### config.mk
export PLATFORM = sky130hd
export DESIGN_NAME = flash_cmd_seq
export DESIGN_NICKNAME = d
export VERILOG_FILES = /design/src/rtl/seq_pkg.sv /design/src/rtl/seq_datapath.sv /design/src/rtl/seq_control.sv /design/src/rtl/flash_cmd_seq.sv
export SDC_FILE = /design/constraint.sdc
export NUM_CORES = 2
export LEC_CHECK = 0
export BUFFER_PORTS_ARGS = -buffer_cell sky130_fd_sc_hd__buf_2
export CAP_MARGIN = 40
export CORE_ASPECT_RATIO = 1.2
export CORE_MARGIN = 2
export CORE_UTILIZATION = 58
export DETAILED_ROUTE_END_ITERATION = 12
export HOLD_SLACK_MARGIN = 0.06
export PLACE_DENSITY = 0.86
export SYNTH_ARGS = -nofsm -noshare
export SYNTH_HDL_FRONTEND = slang
export SYNTH_SLANG_ARGS = --single-unit
export TNS_END_PERCENT = 1
### constraint.sdc
create_clock -name clk -period 4.5 [get_ports clk]
set_input_delay 0.9 -clock clk [delete_from_list [all_inputs] [get_ports clk]]
set_output_delay 0.9 -clock clk [all_outputs]
set_load 0.01 [all_outputs]
### src/rtl/seq_pkg.sv
package seq_pkg;
  localparam logic [7:0] ADR_CTRL_B2 = 8'h02;
  localparam logic [7:0] ADR_CSSEL   = 8'h1D;
  localparam logic [7:0] ADR_OPCODE  = 8'h45;
  localparam logic [7:0] ADR_TRIG    = 8'h47;
  localparam logic [7:0] ADR_TXCNT   = 8'h48;
  localparam logic [7:0] ADR_RXCNT   = 8'h4B;
  localparam logic [7:0] ADR_STAT_B3 = 8'h4F;
  localparam logic [7:0] ADR_BUF     = 8'h80;

  typedef enum logic [1:0] {ST_IDLE, ST_SCK_LO, ST_SCK_HI, ST_TAIL} seqState_e;
  typedef enum logic [1:0] {PH_OPC, PH_TX, PH_RX} seqPhase_e;

  typedef struct packed {
    logic loadOpc;
    logic shiftTx;
    logic sampleRx;
    logic advPtr;
    logic storeRx;
    logic loadBuf;
    logic loadZero;
  } seqStb_t;
endpackage

### src/rtl/seq_datapath.sv
module seq_datapath
  import seq_pkg::*;
#(
  parameter int BUF_DEPTH = 70,
  parameter int CS_W      = 2,
  localparam int PTR_W    = $clog2(BUF_DEPTH)
) (
  input  logic            clk,
  input  logic            rstN,
  input  logic            regWrEn,
  input  logic [7:0]      regAddr,
  input  logic [7:0]      regWrData,
  output logic [7:0]      regRdData,
  input  logic            busy,
  input  seqStb_t         stb,
  input  logic            miso,
  output logic            mosi,
  output logic            trigReq,
  output logic [7:0]      txCount,
  output logic [7:0]      rxCount,
  output logic [CS_W-1:0] csSel
);
  localparam logic [7:0]       DEPTH8 = 8'(BUF_DEPTH);
  localparam logic [PTR_W-1:0] LAST   = PTR_W'(BUF_DEPTH - 1);

  logic [7:0]       opcReg;
  logic [7:0]       txShift;
  logic [7:0]       rxShift;
  logic [PTR_W-1:0] ptr;
  logic [PTR_W-1:0] ptrNext;
  logic [7:0]       bufMem [BUF_DEPTH];
  logic [7:0]       bufOff;
  logic             inBuf;
  logic             wrOk;
  logic             clrReq;

  assign wrOk    = regWrEn && !busy;
  assign bufOff  = regAddr - ADR_BUF;
  assign inBuf   = (regAddr >= ADR_BUF) && (bufOff < DEPTH8);
  assign trigReq = wrOk && (regAddr == ADR_TRIG) && regWrData[7];
  assign clrReq  = wrOk && (regAddr == ADR_CTRL_B2) && regWrData[4];
  assign ptrNext = stb.advPtr ? ((ptr == LAST) ? '0 : ptr + PTR_W'(1)) : ptr;
  assign mosi    = txShift[7];

  always_ff @(posedge clk) begin
    if (!rstN) begin
      opcReg  <= '0;
      txCount <= '0;
      rxCount <= '0;
      csSel   <= '0;
      ptr     <= '0;
      txShift <= '0;
      rxShift <= '0;
      for (int i = 0; i < BUF_DEPTH; i++) bufMem[i] <= '0;
    end else begin
      if (wrOk) begin
        if (regAddr == ADR_OPCODE) opcReg  <= regWrData;
        if (regAddr == ADR_TXCNT)  txCount <= regWrData;
        if (regAddr == ADR_RXCNT)  rxCount <= regWrData;
        if (regAddr == ADR_CSSEL)  csSel   <= regWrData[CS_W-1:0];
        if (inBuf) bufMem[bufOff[PTR_W-1:0]] <= regWrData;
      end
      if (stb.storeRx) bufMem[ptr] <= rxShift;
      if (clrReq) ptr <= '0;
      else if (stb.advPtr) ptr <= ptrNext;
      if (stb.loadOpc)       txShift <= opcReg;
      else if (stb.loadBuf)  txShift <= bufMem[ptrNext];
      else if (stb.loadZero) txShift <= '0;
      else if (stb.shiftTx)  txShift <= {txShift[6:0], 1'b0};
      if (stb.sampleRx) rxShift <= {rxShift[6:0], miso};
    end
  end

  always_comb begin
    regRdData = '0;
    case (regAddr)
      ADR_OPCODE:  regRdData = opcReg;
      ADR_TXCNT:   regRdData = txCount;
      ADR_RXCNT:   regRdData = rxCount;
      ADR_CSSEL:   regRdData = 8'(csSel);
      ADR_STAT_B3: regRdData = {busy, 7'b0};
      default:     if (inBuf) regRdData = bufMem[bufOff[PTR_W-1:0]];
    endcase
  end

  p_cfg_frozen_r8: assert property (@(posedge clk) disable iff (!rstN)
    (busy && $past(busy)) |-> ($stable(opcReg) && $stable(txCount) &&
                               $stable(rxCount) && $stable(csSel)));

  p_ptr_clear_r10: assert property (@(posedge clk) disable iff (!rstN)
    (regWrEn && !busy && regAddr == ADR_CTRL_B2 && regWrData[4]) |=> (ptr == '0));

  p_store_needs_busy_r5: assert property (@(posedge clk) disable iff (!rstN)
    stb.storeRx |-> (busy && stb.advPtr));
endmodule

### src/rtl/seq_control.sv
module seq_control
  import seq_pkg::*;
#(
  parameter int HALF_DIV = 2,
  parameter int NUM_CS   = 4,
  localparam int CS_W    = $clog2(NUM_CS),
  localparam int DIV_W   = (HALF_DIV > 1) ? $clog2(HALF_DIV) : 1
) (
  input  logic              clk,
  input  logic              rstN,
  input  logic              trigReq,
  input  logic [7:0]        txCount,
  input  logic [7:0]        rxCount,
  input  logic [CS_W-1:0]   csSel,
  output seqStb_t           stb,
  output logic              busy,
  output logic              sclk,
  output logic [NUM_CS-1:0] csN
);
  localparam logic [DIV_W-1:0] DIV_MAX = DIV_W'(HALF_DIV - 1);

  seqState_e        state;
  seqPhase_e        phase;
  logic [2:0]       bitCnt;
  logic [7:0]       txLeft;
  logic [7:0]       rxLeft;
  logic [7:0]       txRemain;
  logic [7:0]       rxRemain;
  logic [DIV_W-1:0] divCnt;
  logic             tick;
  logic             byteEnd;

  assign busy     = (state != ST_IDLE);
  assign sclk     = (state == ST_SCK_HI);
  assign tick     = busy && (divCnt == DIV_MAX);
  assign byteEnd  = (state == ST_SCK_HI) && tick && (bitCnt == 3'd7);
  assign txRemain = (phase == PH_TX) ? txLeft - 8'd1 : txLeft;
  assign rxRemain = (phase == PH_RX) ? rxLeft - 8'd1 : rxLeft;

  generate
    for (genvar g = 0; g < NUM_CS; g++) begin : g_cs
      assign csN[g] = !(busy && (csSel == CS_W'(g)));
    end
  endgenerate

  always_comb begin
    stb = '0;
    stb.loadOpc  = (state == ST_IDLE) && trigReq;
    stb.sampleRx = (state == ST_SCK_LO) && tick;
    stb.shiftTx  = (state == ST_SCK_HI) && tick && (bitCnt != 3'd7);
    if (byteEnd) begin
      stb.advPtr   = (phase != PH_OPC);
      stb.storeRx  = (phase == PH_RX);
      stb.loadBuf  = (txRemain != 8'd0);
      stb.loadZero = (txRemain == 8'd0) && (rxRemain != 8'd0);
    end
  end

  always_ff @(posedge clk) begin
    if (!rstN) begin
      state  <= ST_IDLE;
      phase  <= PH_OPC;
      bitCnt <= '0;
      txLeft <= '0;
      rxLeft <= '0;
      divCnt <= '0;
    end else begin
      if (busy) divCnt <= tick ? '0 : divCnt + DIV_W'(1);
      case (state)
        ST_IDLE: if (trigReq) begin
          state  <= ST_SCK_LO;
          phase  <= PH_OPC;
          bitCnt <= '0;
          txLeft <= txCount;
          rxLeft <= rxCount;
          divCnt <= '0;
        end
        ST_SCK_LO: if (tick) state <= ST_SCK_HI;
        ST_SCK_HI: if (tick) begin
          if (bitCnt != 3'd7) begin
            bitCnt <= bitCnt + 3'd1;
            state  <= ST_SCK_LO;
          end else begin
            bitCnt <= '0;
            txLeft <= txRemain;
            rxLeft <= rxRemain;
            if (txRemain != 8'd0) begin
              phase <= PH_TX;
              state <= ST_SCK_LO;
            end else if (rxRemain != 8'd0) begin
              phase <= PH_RX;
              state <= ST_SCK_LO;
            end else begin
              state <= ST_TAIL;
            end
          end
        end
        ST_TAIL: if (tick) state <= ST_IDLE;
        default: state <= ST_IDLE;
      endcase
    end
  end

  p_start_r6: assert property (@(posedge clk) disable iff (!rstN)
    (!busy && trigReq) |=> (busy && !sclk));

  p_one_select_r7: assert property (@(posedge clk) disable iff (!rstN)
    busy |-> ($countones(~csN) == 1));

  p_release_r7: assert property (@(posedge clk) disable iff (!rstN)
    $fell(busy) |-> (&csN));

  p_tx_before_rx_r2: assert property (@(posedge clk) disable iff (!rstN)
    (busy && phase == PH_RX) |-> (txLeft == 8'd0));
endmodule

### src/rtl/flash_cmd_seq.sv
module flash_cmd_seq
  import seq_pkg::*;
#(
  parameter int BUF_DEPTH = 70,
  parameter int HALF_DIV  = 2,
  parameter int NUM_CS    = 4,
  localparam int CS_W     = $clog2(NUM_CS)
) (
  input  logic              clk,
  input  logic              rstN,
  input  logic              regWrEn,
  input  logic [7:0]        regAddr,
  input  logic [7:0]        regWrData,
  output logic [7:0]        regRdData,
  output logic              sclk,
  output logic [NUM_CS-1:0] csN,
  output logic              mosi,
  input  logic              miso
);
  seqStb_t         stb;
  logic            busy;
  logic            trigReq;
  logic [7:0]      txCount;
  logic [7:0]      rxCount;
  logic [CS_W-1:0] csSel;

  seq_datapath #(.BUF_DEPTH(BUF_DEPTH), .CS_W(CS_W)) u_dp (
    .clk(clk), .rstN(rstN), .regWrEn(regWrEn), .regAddr(regAddr),
    .regWrData(regWrData), .regRdData(regRdData), .busy(busy), .stb(stb),
    .miso(miso), .mosi(mosi), .trigReq(trigReq), .txCount(txCount),
    .rxCount(rxCount), .csSel(csSel)
  );

  seq_control #(.HALF_DIV(HALF_DIV), .NUM_CS(NUM_CS)) u_ctl (
    .clk(clk), .rstN(rstN), .trigReq(trigReq), .txCount(txCount),
    .rxCount(rxCount), .csSel(csSel), .stb(stb), .busy(busy),
    .sclk(sclk), .csN(csN)
  );

  p_mosi_hold_r3: assert property (@(posedge clk) disable iff (!rstN)
    (sclk && $past(sclk)) |-> $stable(mosi));

  p_idle_low_r3: assert property (@(posedge clk) disable iff (!rstN)
    (&csN) |-> !sclk);
endmodule

# ---- Word-level counts from Yosys, hierarchy flattened
# Memories as Yosys holds them, arrays and structs flattened.
# Cells that the tools add are included.
dict set report word_totals {
  memories 1
  input_bits 20
  register_bits 73
  output_inout_bits 14
  mem_bits_rw 560
  word_cells 144
}
# name depth word_bits rd rd_clocked_by_memory_dff write_ports line_no
set mem_list {}
lappend mem_list {u_dp.bufMem 70 8 2 0 70 seq_datapath.sv:31} ;# logic [7:0] bufMem [BUF_DEPTH];
dict set report classes {
  reduce_logical 42
  n_eq_ne 24
  n_mux 55
  magnitude_cmp 2
  n_addsub 6
  bitwise 1
}
# operator count
set ops {}
lappend ops {{8-bit 2-to-1 mux} 15}
lappend ops {{8-bit by 7-bit == test with 1-bit output (second input constant)} 5}
lappend ops {{8-bit one-hot mux with 5 select lines} 1}
lappend ops {{8-bit one-hot mux with 2 select lines} 2}
lappend ops {{7-bit 2-to-1 mux} 4}
lappend ops {{2-bit 2-to-1 mux} 12}
lappend ops {{1-bit logical AND} 17}
lappend ops {{8-bit nonzero test} 2}
lappend ops {{8-bit OR reduction} 2}
lappend ops {{8-bit by 1-bit subtractor with 8-bit output (second input constant)} 2}
lappend ops {{1-bit 2-to-1 mux} 14}
lappend ops {{2-bit == test (second input constant)} 5}
lappend ops {{3-bit 2-to-1 mux} 3}
lappend ops {{8-bit by 2-bit == test with 1-bit output (second input constant)} 1}
lappend ops {{8-bit by 5-bit == test with 1-bit output (second input constant)} 1}
lappend ops {{8-bit >= comparator (second input constant)} 1}
lappend ops {{8-bit logical NOT} 1}
lappend ops {{8-bit by 7-bit < comparator with 1-bit output (second input constant)} 1}
lappend ops {{2-bit by 1-bit inequality test with 1-bit output (second input constant)} 4}
lappend ops {{2-bit one-hot mux with 4 select lines} 1}
lappend ops {{2-bit AND reduction} 4}
lappend ops {{4-bit AND reduction} 2}
lappend ops {{8-bit subtractor (second input constant)} 1}
lappend ops {{7-bit by 1-bit adder with 7-bit output (second input constant)} 1}
lappend ops {{19 further kinds} 28}

# ---- Depth between registers and ports, before layout
dict set report logic_depth {
  ltp_word 10
  mapped_depth 19
  depth_no_buf 13
}

# ---- Cells and area by module
# Synthesis repeated with hierarchy kept, for this count alone.
dict set report unflattened {
  cells_unflattened 5584
  hier_area_um2 65768.1
}
# module cells_per_inst instances seq_area_each_um2 area_each_um2
set by_module_without_submodules {}
lappend by_module_without_submodules {seq_datapath 5338 1 31730.4 64055.2}
lappend by_module_without_submodules {seq_control 246 1 480.5 1712.9}

# ---- Worst setup path after synthesis
# Ideal clock, no wire load.
dict set report synth_timing {
  kind {input-to-output}
  start {input port regAddr[1]}
  end {output port regRdData[1]}
  slack_ps -45
  required_time_ps 3600
  arrival_time_ps 3645
  cell_stages 8
  cell_sequence {clkbuf_1 -> buf_1 -> buf_1 -> mux4_2 -> mux4_2 -> mux4_2 -> mux2i_1 -> o211ai_1}
}
dict set report synth_between {
  elab_chain_len 5
}
# element line_no
set synth_lines {}
lappend synth_lines {{start: declaration} flash_cmd_seq.sv:12} ;# input logic [7:0] regAddr,
lappend synth_lines {{branches (longest 4 deep; another with 8-bit subtractor)} n/a}
lappend synth_lines {{8-bit one-hot mux with 5 select lines *} seq_datapath.sv:76} ;# case (regAddr)
lappend synth_lines {{end: declaration} flash_cmd_seq.sv:14} ;# output logic [7:0] regRdData,
# Mark *: on every way between the ends.

# ---- Worst setup path in the final report
dict set report layout_timing {
  start {input port regAddr[0]}
  end {output port regRdData[4]}
}
# The elaborated chain is that of the path after synthesis.

==> results.py <==
metrics = {
    "run_status": {
        "status": "finished with violations",
        "failed_checks": "setup timing",
    },
    "yosys": {
        "ys_seq_area_share_pct": 57.34,
        "synthArstFlopShare_pct": 0,
        "synth_edf_count": 1024,
        "avgSynthCellArea_um2": 11.73,
        "yosys_register_bits": 1097,
        "synthesis.instances": 4789,
        "synthesis.area_um2": 56180,
        "syn_nets": 4816,
        "synthFlopType": "edfxtp_1",
        "ys_warn_count": 0,
        "ys_types": 82,
    },
    "grt": {
        "grt_pass1_wl_um": 320500,
        "overflow": 0,
        "antenna_found_initial": 24,
        "first_global_vias": 43770,
        "grt_max_degree": 71,
        "grt_usage_pct": 46.38,
    },
    "routing": {
        "drtIter0Drc": 9707,
        "antenna_left": 0,
        "avgViaCountPerCell": 7.364,
        "drcViolationCount": 0,
        "wl_um": 230100,
        "routed-via-count": 47240,
        "wl_per_cell_um": 35.86,
        "dr.pass1.iters": 7,
    },
    "setup_path": {
        "crit_fanout": 23,
        "worstPathRequired_ps": 3600,
        "timing.rr.start": "u_ctl.state[1]",
        "worstPathArrival_ps": 3790,
        "startpoint": "regAddr[0]",
        "cp-start-kind": "primary input",
        "worstSetupPathType": "primary input to output port",
        "end_kind": "output port",
    },
    "power_and_ir_drop": {
        "p_leak_nw": 23.63,
        "report.power.total_mw": 22.55,
        "p_per_area_nw_per_um2": 347.9,
        "peakVddDrop_mv": 0.3895,
    },
    "cts": {
        "cts_tree": "yes",
        "clock_latency_ps": 730,
        "cts_buffer_depth": 3,
        "cts.htree.levels": 3,
        "path_clk_slew_ps": 70,
        "clockRootBuffer": "clkbuf_16",
        "cts_num_sinks": 1097,
        "cts_buffers": 109,
        "hold_buffers": 0,
    },
    "timing": {
        "final.min_clock_period_ps": 4686,
        "finalSetupTns_ps": -1100,
        "timing.final.crit_share_pct": 104.1,
        "max_freq_mhz": 213.4,
        "fin_ws_ps": -186.4,
        "hold_viol": 0,
        "holdWs_ps": 480.4,
        "skew_ps": 22.74,
        "slew_headroom_pct": 29.66,
        "setup-violations-final": 9,
        "worst_slew_pin_slew_ps": 1055,
        "slew_viol_final": 0,
        "rsz0062_at_grt": "true",
    },
    "floorplanning": {
        "fp.dieW_um": 288.1,
        "rows": 125,
        "coreArea_um2": 96340,
        "start_util_pct": 58.31,
        "num_io_pins": 34,
        "die_h_um": 344.9,
        "dieArea_um2": 99370,
    },
    "placement": {
        "post-dp-hpwl_um": 163200,
        "numPortBuffers": 33,
        "dp_slack_ps": -356.8,
        "gp_congestion": 1.159,
        "dp_cells": 6169,
    },
    "hold_path": {
        "holdCritPathClass": "flop to flop",
        "min-delay-start": "u_ctl.bitCnt[1]",
    },
    "flow_run": {
        "cap_viol_max_count": 0,
    },
    "layout": {
        "final_layout_size_suffix_gt1_share_pct": 21.03,
        "final_cell_count_no_fill": 6415,
        "area_delta_synth_final_pct": 15.35,
        "layout.nets": 5062,
    },
}
registers in the layout (all words and copies together) (netlist names):
register	count
u_ctl.rxLeft	8
u_dp.csSel	2
u_ctl.txLeft	8
u_ctl.divCnt	1
u_ctl.state	2
u_dp.rxShift	8
u_dp.ptr	7
u_dp.txCount	8
u_ctl.phase	2
u_dp.opcReg	8
u_dp.rxCount	8
u_dp.txShift	8
u_dp.bufMem	1024
u_ctl.bitCnt	3
layer usage:
| layer | vias to the layer above | track usage [%] | part of all wire [%] |
|---|---|---|---|
| li1 | 18450 | - | - |
| met1 | 22560 | 54.25 | 30 |
| met2 | 4967 | 68.42 | 43 |
| met3 | 1249 | 17.43 | 16 |
| met4 | 18 | 38.27 | 11 |
| met5 | - | 0 | 0.052 |
power by group:
| group | total [mW] | switching (mW) | internal (mW) |
|---|---|---|---|
| registers | 11.5 | 0.196 | 11.3 |
| logic | 1.62 | 0.967 | 0.651 |
| clock network | 9.42 | 4.17 | 5.25 |
| total | 22.5 | 5.34 | 17.2 |
cell families (layout without fill, tap and decap cells):
kind of cell,count (synthesis),in the layout,synth area share [%]
multiplexers,448,448,15.58
other,0,15,0
AND/OR/NAND/NOR,2232,2232,16.65
XOR/XNOR,8,8,0.1247
buffers and inverters,401,742,3.165
AO/OA/AOI/OAI,596,596,6.985
flip-flops,1097,1097,57.34
adder cells (fa/ha/maj),7,7,0.1559
metrics by stage:
step	area, um2	utilization, %
after floorplan	56190	-
after global placement	60410	62.71
after detailed placement	60550	62.85
after CTS	64460	66.91
after global routing	64770	67.23
final	64800	67.26
timing repair:
item	4_1_cts	5_1_grt
buffers inserted	5	9
cloned	3	4
pin swaps	0	3
setup endpoints to repair	8	19
hold endpoints to repair	0	0
gates resized for setup	34	20
synthesized netlist by cell type, types with 10 or more instances:
cell type  instances  area share [%]
edfxtp_1        1024              55
a22oi_1           35            0.47
o21ai_0           37            0.33
nand3_1          281             2.5
buf_1             54            0.36
a211oi_1          76             1.0
buf_2            117             1.0
nor2_1           737             4.9
nand2b_1          11            0.12
buf_4             15            0.20
inv_1             29            0.19
nand4_1           18            0.20
mux2i_1          106             1.9
and3_1            96             1.1
nor4_1            20            0.22
nor3_1            44            0.39
o22ai_1           20            0.22
mux4_2           341              14
a31oi_1          113             1.3
a22o_1            10            0.16
nand2_1          974             6.5
a21oi_1          178             1.6
dfxtp_1           73             2.6
clkbuf_1         175             1.2
path summary, 6_finish.rpt:
| path | end | slack, ps | depth (start not counted) |
|---|---|---|---|
| setup / recovery | regRdData[4] | -190 | 10 |
| hold reg to reg | u_ctl.bitCnt[1] | 480 | 2 |
| hold / removal | u_ctl.bitCnt[1] | 480 | 2 |
| setup reg to reg | u_dp.txShift[5] | -150 | 15 |
cell usage in the layout, fill, tap and decap left out, types with 8 or more instances in the layout:
cell type	netlist	routed
nand4_1	18	18
nand3_1	281	279
o21ai_1	6	8
a31oi_1	113	113
a311oi_1	9	9
and3_1	96	95
dfxtp_1	73	73
a22oi_1	35	35
o22ai_1	20	20
a211oi_1	76	76
nand2_1	974	972
bufinv_16	0	11
mux4_2	341	341
buf_4	15	389
mux2i_1	106	92
o221ai_1	9	9
clkbuf_1	175	11
buf_16	0	9
clkinvlp_4	0	10
o21ai_0	37	30
buf_12	0	53
o211ai_1	9	9
buf_2	117	30
a21oi_1	178	178
diode_2	0	15
nor3_1	44	43
a22o_1	10	10
inv_1	29	25
edfxtp_1	1024	1024
clkbuf_16	0	115
buf_6	9	15
nand2b_1	11	11
clkinv_2	0	22
mux2i_4	0	11
a32oi_1	9	9
nor2_1	737	737
nor4_1	20	19
clkinv_1	0	25
area by class of cell:
class | instances | area (um2)
clock inverters | 79 | 762.0
fillers | 6792 | 31540
diodes | 15 | 37.54
inverters | 29 | 108.9
multi-input cells | 3291 | 22460
well taps | 1270 | 1589
clock buffers | 127 | 2879
flip-flops and latches | 1097 | 32210
repair buffers | 507 | 4756
critical path, cell delays in order:
cell and delay, ps:
buf_16 170, buf_12 180, buf_16 180, mux4_2 370, mux4_2 640, mux4_2 660, mux2i_2 220, buf_4 150
o21ai_2 60, buf_2 180
Note: power is estimated with default switching activity, not from simulation.
